$ cat src/rtl/csc_pkg.sv
package csc_pkg;
  localparam int N_ROWS   = 3;
  localparam int N_TAPS   = 4;
  localparam int N_COEF   = N_ROWS * N_TAPS;
  localparam int MUL_W    = 13;
  localparam int MUL_FRAC = 10;
  localparam int OFS_W    = 14;
  localparam int OFS_FRAC = 4;
  localparam int SLOT_W   = (OFS_W > MUL_W) ? OFS_W : MUL_W;
  localparam int CFG_AW   = 4;
  localparam int ROW_G    = 0;
  localparam int ROW_R    = 1;
  localparam int ROW_B    = 2;

  // BT.601 studio range to full range RGB, rows G, R, B
  function automatic logic [SLOT_W-1:0] coef_default(input int idx);
    case (idx)
      0, 4, 8: return SLOT_W'(14'h04A7);
      1:       return SLOT_W'(14'h1E6F);
      2:       return SLOT_W'(14'h1CBF);
      3:       return SLOT_W'(14'h0877);
      6:       return SLOT_W'(14'h0662);
      7:       return SLOT_W'(14'h3211);
      9:       return SLOT_W'(14'h0812);
      11:      return SLOT_W'(14'h2EB1);
      default: return '0;
    endcase
  endfunction
endpackage

$ cat src/rtl/csc_coef_bank.sv
module csc_coef_bank
  import csc_pkg::*;
(
  input  logic                          clk,
  input  logic                          rst_n,
  input  logic                          cfg_we,
  input  logic [CFG_AW-1:0]             cfg_addr,
  input  logic [31:0]                   cfg_wdata,
  input  logic                          bypass_req,
  input  logic                          frame_start,
  output logic [N_COEF-1:0][SLOT_W-1:0] act_coef,
  output logic                          act_bypass
);
  generate
    for (genvar i = 0; i < N_COEF; i++) begin : g_slot
      localparam int FW = ((i % N_TAPS) == N_TAPS - 1) ? OFS_W : MUL_W;
      logic [SLOT_W-1:0] stage_q;
      logic [SLOT_W-1:0] live_q;

      always_ff @(posedge clk or negedge rst_n) begin
        if (!rst_n) begin
          stage_q <= coef_default(i);
          live_q  <= coef_default(i);
        end else begin
          if (frame_start)
            live_q <= stage_q;
          if (cfg_we && (cfg_addr == CFG_AW'(i)))
            stage_q <= SLOT_W'(cfg_wdata[FW-1:0]);
        end
      end

      assign act_coef[i] = live_q;
    end
  endgenerate

  always_ff @(posedge clk or negedge rst_n) begin
    if (!rst_n)
      act_bypass <= 1'b0;
    else if (frame_start)
      act_bypass <= bypass_req;
  end
endmodule

$ cat src/rtl/csc_row.sv
module csc_row
  import csc_pkg::*;
#(
  parameter int PIX_W = 8
) (
  input  logic                          clk,
  input  logic                          rst_n,
  input  logic                          en,
  input  logic [N_TAPS-2:0][PIX_W-1:0]  pix,
  input  logic [N_TAPS-1:0][SLOT_W-1:0] coef,
  output logic [PIX_W-1:0]              res
);
  localparam int N_IN   = N_TAPS - 1;
  localparam int PROD_W = MUL_W + PIX_W + 1;
  localparam int ACC_W  = PROD_W + 2;
  localparam int ALIGN  = MUL_FRAC - OFS_FRAC;
  localparam int QW     = ACC_W - MUL_FRAC;
  localparam logic signed [QW-1:0] QMAX = QW'((1 << PIX_W) - 1);

  logic signed [PROD_W-1:0] mul_x  [N_IN];
  logic signed [PROD_W-1:0] pix_x  [N_IN];
  logic signed [PROD_W-1:0] prod_q [N_IN];
  logic signed [OFS_W-1:0]  ofs_q;
  logic signed [ACC_W-1:0]  sum_c, acc_q, rnd_c;
  logic signed [QW-1:0]     q_c;
  logic [PIX_W-1:0]         sat_c;

  generate
    for (genvar c = 0; c < N_IN; c++) begin : g_tap
      assign mul_x[c] = PROD_W'($signed(coef[c][MUL_W-1:0]));
      assign pix_x[c] = {{(PROD_W-PIX_W){1'b0}}, pix[c]};
    end
  endgenerate

  // stage 1: products and constant captured with the pixel
  always_ff @(posedge clk or negedge rst_n) begin
    if (!rst_n) begin
      for (int c = 0; c < N_IN; c++) prod_q[c] <= '0;
      ofs_q <= '0;
    end else if (en) begin
      for (int c = 0; c < N_IN; c++) prod_q[c] <= mul_x[c] * pix_x[c];
      ofs_q <= $signed(coef[N_TAPS-1][OFS_W-1:0]);
    end
  end

  // stage 2: sum in gain fractional scale
  always_comb begin
    sum_c = ACC_W'(ofs_q) <<< ALIGN;
    for (int c = 0; c < N_IN; c++) sum_c = sum_c + ACC_W'(prod_q[c]);
  end

  always_ff @(posedge clk or negedge rst_n) begin
    if (!rst_n)  acc_q <= '0;
    else if (en) acc_q <= sum_c;
  end

  // stage 3: round half up, clamp
  always_comb begin
    rnd_c = acc_q + ACC_W'(1 << (MUL_FRAC - 1));
    q_c   = QW'(rnd_c >>> MUL_FRAC);
    if (q_c < 0)         sat_c = '0;
    else if (q_c > QMAX) sat_c = '1;
    else                 sat_c = q_c[PIX_W-1:0];
  end

  always_ff @(posedge clk or negedge rst_n) begin
    if (!rst_n)  res <= '0;
    else if (en) res <= sat_c;
  end
endmodule

$ cat src/rtl/csc_yuv_rgb.sv
module csc_yuv_rgb
  import csc_pkg::*;
#(
  parameter int PIX_W = 8
) (
  input  logic              clk,
  input  logic              rst_n,
  input  logic              cfg_we,
  input  logic [CFG_AW-1:0] cfg_addr,
  input  logic [31:0]       cfg_wdata,
  input  logic              cfg_bypass,
  input  logic              frame_start,
  input  logic              s_valid,
  output logic              s_ready,
  input  logic [PIX_W-1:0]  s_y,
  input  logic [PIX_W-1:0]  s_u,
  input  logic [PIX_W-1:0]  s_v,
  output logic              m_valid,
  input  logic              m_ready,
  output logic [PIX_W-1:0]  m_r,
  output logic [PIX_W-1:0]  m_g,
  output logic [PIX_W-1:0]  m_b
);
  localparam int N_IN = N_TAPS - 1;

  logic [N_COEF-1:0][SLOT_W-1:0] act_coef;
  logic                          act_bypass;
  logic [N_IN-1:0][PIX_W-1:0]    pix_in, raw1, raw2, raw3;
  logic [N_ROWS-1:0][PIX_W-1:0]  row_res;
  logic                          adv;
  logic                          v1, v2, v3;
  logic                          b1, b2, b3;

  csc_coef_bank u_bank (
    .clk        (clk),
    .rst_n      (rst_n),
    .cfg_we     (cfg_we),
    .cfg_addr   (cfg_addr),
    .cfg_wdata  (cfg_wdata),
    .bypass_req (cfg_bypass),
    .frame_start(frame_start),
    .act_coef   (act_coef),
    .act_bypass (act_bypass)
  );

  assign pix_in  = {s_v, s_u, s_y};
  assign adv     = !v3 || m_ready;
  assign s_ready = adv;

  always_ff @(posedge clk or negedge rst_n) begin
    if (!rst_n) begin
      {v1, v2, v3} <= '0;
      {b1, b2, b3} <= '0;
    end else if (adv) begin
      v1 <= s_valid;
      v2 <= v1;
      v3 <= v2;
      b1 <= act_bypass;
      b2 <= b1;
      b3 <= b2;
    end
  end

  always_ff @(posedge clk or negedge rst_n) begin
    if (!rst_n) begin
      raw1 <= '0;
      raw2 <= '0;
      raw3 <= '0;
    end else if (adv) begin
      raw1 <= pix_in;
      raw2 <= raw1;
      raw3 <= raw2;
    end
  end

  generate
    for (genvar r = 0; r < N_ROWS; r++) begin : g_row
      csc_row #(.PIX_W(PIX_W)) u_row (
        .clk  (clk),
        .rst_n(rst_n),
        .en   (adv),
        .pix  (pix_in),
        .coef (act_coef[r*N_TAPS +: N_TAPS]),
        .res  (row_res[r])
      );
    end
  endgenerate

  assign m_valid = v3;
  assign m_r = b3 ? raw3[0] : row_res[ROW_R];
  assign m_g = b3 ? raw3[1] : row_res[ROW_G];
  assign m_b = b3 ? raw3[2] : row_res[ROW_B];
endmodule

$ cat config.mk
export PLATFORM = sky130hd
export DESIGN_NAME = csc_yuv_rgb
export DESIGN_NICKNAME = d
export VERILOG_FILES = /design/src/rtl/csc_pkg.sv /design/src/rtl/csc_coef_bank.sv /design/src/rtl/csc_row.sv /design/src/rtl/csc_yuv_rgb.sv
export SDC_FILE = /design/constraint.sdc
export NUM_CORES = 2
export LEC_CHECK = 0
export BUFFER_PORTS_ARGS = -buffer_cell sky130_fd_sc_hd__buf_2
export CAP_MARGIN = 10
export CELL_PAD_IN_SITES_DETAIL_PLACEMENT = 1
export CELL_PAD_IN_SITES_GLOBAL_PLACEMENT = 2
export CORE_MARGIN = 4
export CORE_UTILIZATION = 25
export DETAILED_ROUTE_END_ITERATION = 7
export PLACE_DENSITY = 0.64
export SYNTH_ARGS = -nofsm -noshare
export SYNTH_HDL_FRONTEND = slang
export SYNTH_SLANG_ARGS = --single-unit
$ cat constraint.sdc
create_clock -name clk -period 5.7 [get_ports clk]
set_input_delay 0.855 -clock clk [delete_from_list [all_inputs] [get_ports clk]]
set_output_delay 0.855 -clock clk [all_outputs]
set_load 0.005 [all_outputs]
==> reports/results.md <==
Detailed routing
* 1,859 — Iter 0 DRT Violations
* 46,400 — via count
* 0 — DRT antenna net count
* 4.33 — Vias/cell
* 196,000 µm — total routed wirelength
* 5 — Initial DRT Pass Iterations
* 0 — Post-route DRC
* 18.3 µm — wire length per cell after detailed routing

Clocking
* 0 — Hold-fix buffers, CTS
* 0.06 ns — Clk pin slew, worst setup/hold paths
* done — clock tree from TritonCTS
* clkbuf_16 — Root Buffer
* 3 — Max clock buf depth
* 3 — CTS H-tree lvls
* 0 — cells resized by post-CTS repair
* 706 — TritonCTS sink count
* 91 — cts bufs inserted
* 0.72 ns — worst skew pair latency
* 0 — setup bufs post-CTS

Cells and area
* 1,261 x inv_1, 1,140 x nand2_1, 870 x fa_1 — leading cell types in the layout, fill and taps excluded
* 10,700 — final cell count without fillers
* inv_1 — most frequent standard cell in the layout excluding fill and tap cells
* 15.3% — fraction of layout instances using a drive strength above 1
* 15.1% — Area growth syn-to-layout
* 8,506 — Layout Nets
* 29.0% — Post-Route Utilization

Critical path
* 12 — maximum fanout along the worst path
* g_row[0].u_row.prod_q[16] — destination of the worst register-to-register timing path
* fa_1 — crit-path most repeated cell
* 0.56 ns — slack of the worst reg-to-reg path
* 6.28 ns — critical path required time
* 0.55 ns — biggest cell delay along the critical path
* u_bank.g_slot[2].live_q[10] — Reg2Reg Launch Point
* in -> reg — WS Path Type
* 17 — cells on worst reg2reg path
* 5.82 ns — data arrival at the endpoint of the critical path
* buf_2 -> buf_4 -> nand2_1 -> fa_1 -> inv_1 -> fa_1 -> fa_1 -> inv_1 -> fa_1 -> inv_1 -> ha_1 -> o21ai_0 -> a21boi_0 -> o21ai_0 -> a31oi_1 -> o21ai_0 -> nand2_1 -> and2_1 -> o2111ai_1 -> or3b_1 — Critical Path, Cell by Cell
* fa_1 — CP max-delay cell
* flip-flop — kind of end point of the critical path
* input port — kind of start point of the critical path

Placement
* 74 — number of buffers inserted by port buffering
* 10,500 — Placed Cells incl. Taps
* 152,000 µm — dpl hpwl
* 0.810 — routability congestion estimate from global placement

Global routing
* 14.6% — GRT Resource Usage Total
* 312,000 µm — first-pass GRT wire length
* 20 — number of antenna violations at the first check in global routing
* 0 — GR Overflow Total
* 52,100 — vias in the first global route
* 161 — pin count of the biggest net entering global routing

Synth
* 0 — number of warnings printed during yosys synthesis
* 66,400 µm² — area of the mapped netlist
* fa_1 — most area-hungry cell type in the Yosys netlist
* 0 — Post-synth EDFFs
* dfrtp_1 — top_reg_cell synth
* 26.2% — proportion of netlist area held by the largest area contributor
* 8,281 — net count of the mapped netlist
* 9.66 µm² — Synth Area per Inst
* 706 — Synth Register Bits
* 26.9% — sequential share of the synthesized area
* 6,870 — Synth Instances
* fa_1 26%, dfrtp_1 22%, ha_1 8.9% — cell types with the largest area share after synthesis
* 84 — number of unique standard cell types used by synthesis
* 100% — proportion of synthesized flip-flops having asynchronous set or reset

Floorplan
* 93 — number of primary I/O pins
* 263,000 µm² — core footprint
* 25.2% — initial standard-cell utilization of the core
* 523 µm — Horiz. Die Dim
* 274,000 µm² — Die Area
* 523 µm — height of the die
* 188 — Placement Rows

Timing
* 0 — count of final hold-check violations
* no — unrepaired setup endpoints after global routing
* 91.9% — part of the cycle the worst path needs
* 5.24 ns — post-route minimum period
* 0 — number of pins exceeding their max-slew limit in the final report
* 1.08 ns — worst-margin pin slew
* 28.2% — max_slew headroom
* 0.191 GHz — top achievable clock speed
* 0 — setup violators final
* 0 ns — Setup TNS Final
* 0.0211 ns — worst clock skew

Worst hold path
* in -> async — Tightest Hold Check Type

Flow run
* 0 — count of max-cap constraint violations

Status
* finished clean — result of the run

[per-layer routing]
| layer | vias up | part of all wire, % | track usage [%] |
|---|---|---|---|
| met4 | 0 | 2.0 | 3.11 |
| met1 | 24100 | 46 | 19.6 |
| met3 | 178 | 2.9 | 1.41 |
| li1 | 21600 | - | - |
| met2 | 470 | 49 | 25.6 |
| met5 | - | 0 | 0 |
[how the worst max path moves through the flow]
| stage | startpoint | slack, ns | cells past startpoint | end |
|---|---|---|---|---|
| floorplan | s_v[4] | 0.30 | 18 | g_row[0].u_row.prod_q[16] |
| global placement | s_u[0] | -0.20 | 22 | g_row[2].u_row.prod_q[42] |
| detailed placement | s_u[0] | -0.26 | 19 | g_row[1].u_row.prod_q[38] |
| CTS | u_bank.g_slot[2].live_q[10] | 0.45 | 17 | g_row[0].u_row.prod_q[16] |
| global route | s_u[0] | 0.20 | 20 | g_row[1].u_row.prod_q[38] |
| finish | s_u[0] | 0.46 | 20 | g_row[1].u_row.prod_q[38] |
[area by class of cell]
class | instances | area (µm²)
diodes | 26 | 65.1
clock buffers | 135 | 2620
clock inverters | 36 | 494
fillers | 30200 | 187000
inverters | 1262 | 4740
multi-input cells | 4603 | 42700
flip-flops and latches | 706 | 17800
well taps | 3515 | 4400
repair buffers | 431 | 3510
[logic make-up (layout without fill, tap and decap cells)]
group / after synthesis / after routing / synth area share (%)
AO/OA/AOI/OAI: 629 / 629 / 6.08
XOR/XNOR: 225 / 225 / 2.97
adder cells (fa/ha/maj): 1344 / 1344 / 35.2
buffers and inverters: 1561 / 1864 / 8.83
flip-flops: 706 / 706 / 26.9
multiplexers: 350 / 350 / 5.94
other: 0 / 26 / 0
AND/OR/NAND/NOR: 2055 / 2055 / 14.1
[flip-flops by register name, indices dropped and copies added, names as in the netlist, 24 cells and up]
register,count
g_row.u_row.prod_q,198
u_bank.g_slot.live_q,159
u_bank.g_slot.stage_q,159
g_row.u_row.acc_q,45
g_row.u_row.ofs_q,42
g_row.u_row.res,24
raw1,24
raw2,24
raw3,24
[through the flow]
step / instance area [µm²] / hold WS, ns / setup slack (ns)
2_1_floorplan: 66400 / 0.430 / 0.297
3_3_place_gp: 73200 / 0.442 / -0.198
3_5_place_dp: 73200 / 0.447 / -0.262
4_1_cts: 76300 / 0.0862 / 0.455
5_1_grt: 76300 / 0.0856 / 0.196
6_report: 76300 / 0.101 / 0.462
[cells in the mapped netlist, types with 17 or more instances]
| master | instances |
|---|---|
| a211oi_1 | 33 |
| a21o_1 | 63 |
| a21oi_1 | 233 |
| and2_1 | 451 |
| and3_1 | 34 |
| buf_1 | 17 |
| clkbuf_1 | 280 |
| dfrtp_1 | 574 |
| dfstp_2 | 132 |
| fa_1 | 870 |
| ha_1 | 474 |
| inv_1 | 1261 |
| mux2_2 | 349 |
| nand2_1 | 1140 |
| nand2b_1 | 32 |
| nand3_1 | 52 |
| nand4_1 | 17 |
| nor2_1 | 223 |
| nor2b_1 | 20 |
| nor3_1 | 43 |
| o21a_1 | 24 |
| o21ai_0 | 122 |
| xnor2_1 | 113 |
| xor2_1 | 112 |
[worst max-delay path: cells and delay by family]
family	cells	cell delay (ns)
and+or+nand+nor	4	0.77
buffers and inverters	5	0.75
adders and majority gates	5	2.33
AOI/OAI and AO/OA	6	1.08
Power is left out: the tool's default activity adds up to more than one toggle a clock period on the data nets, which glitch-free logic cannot reach.
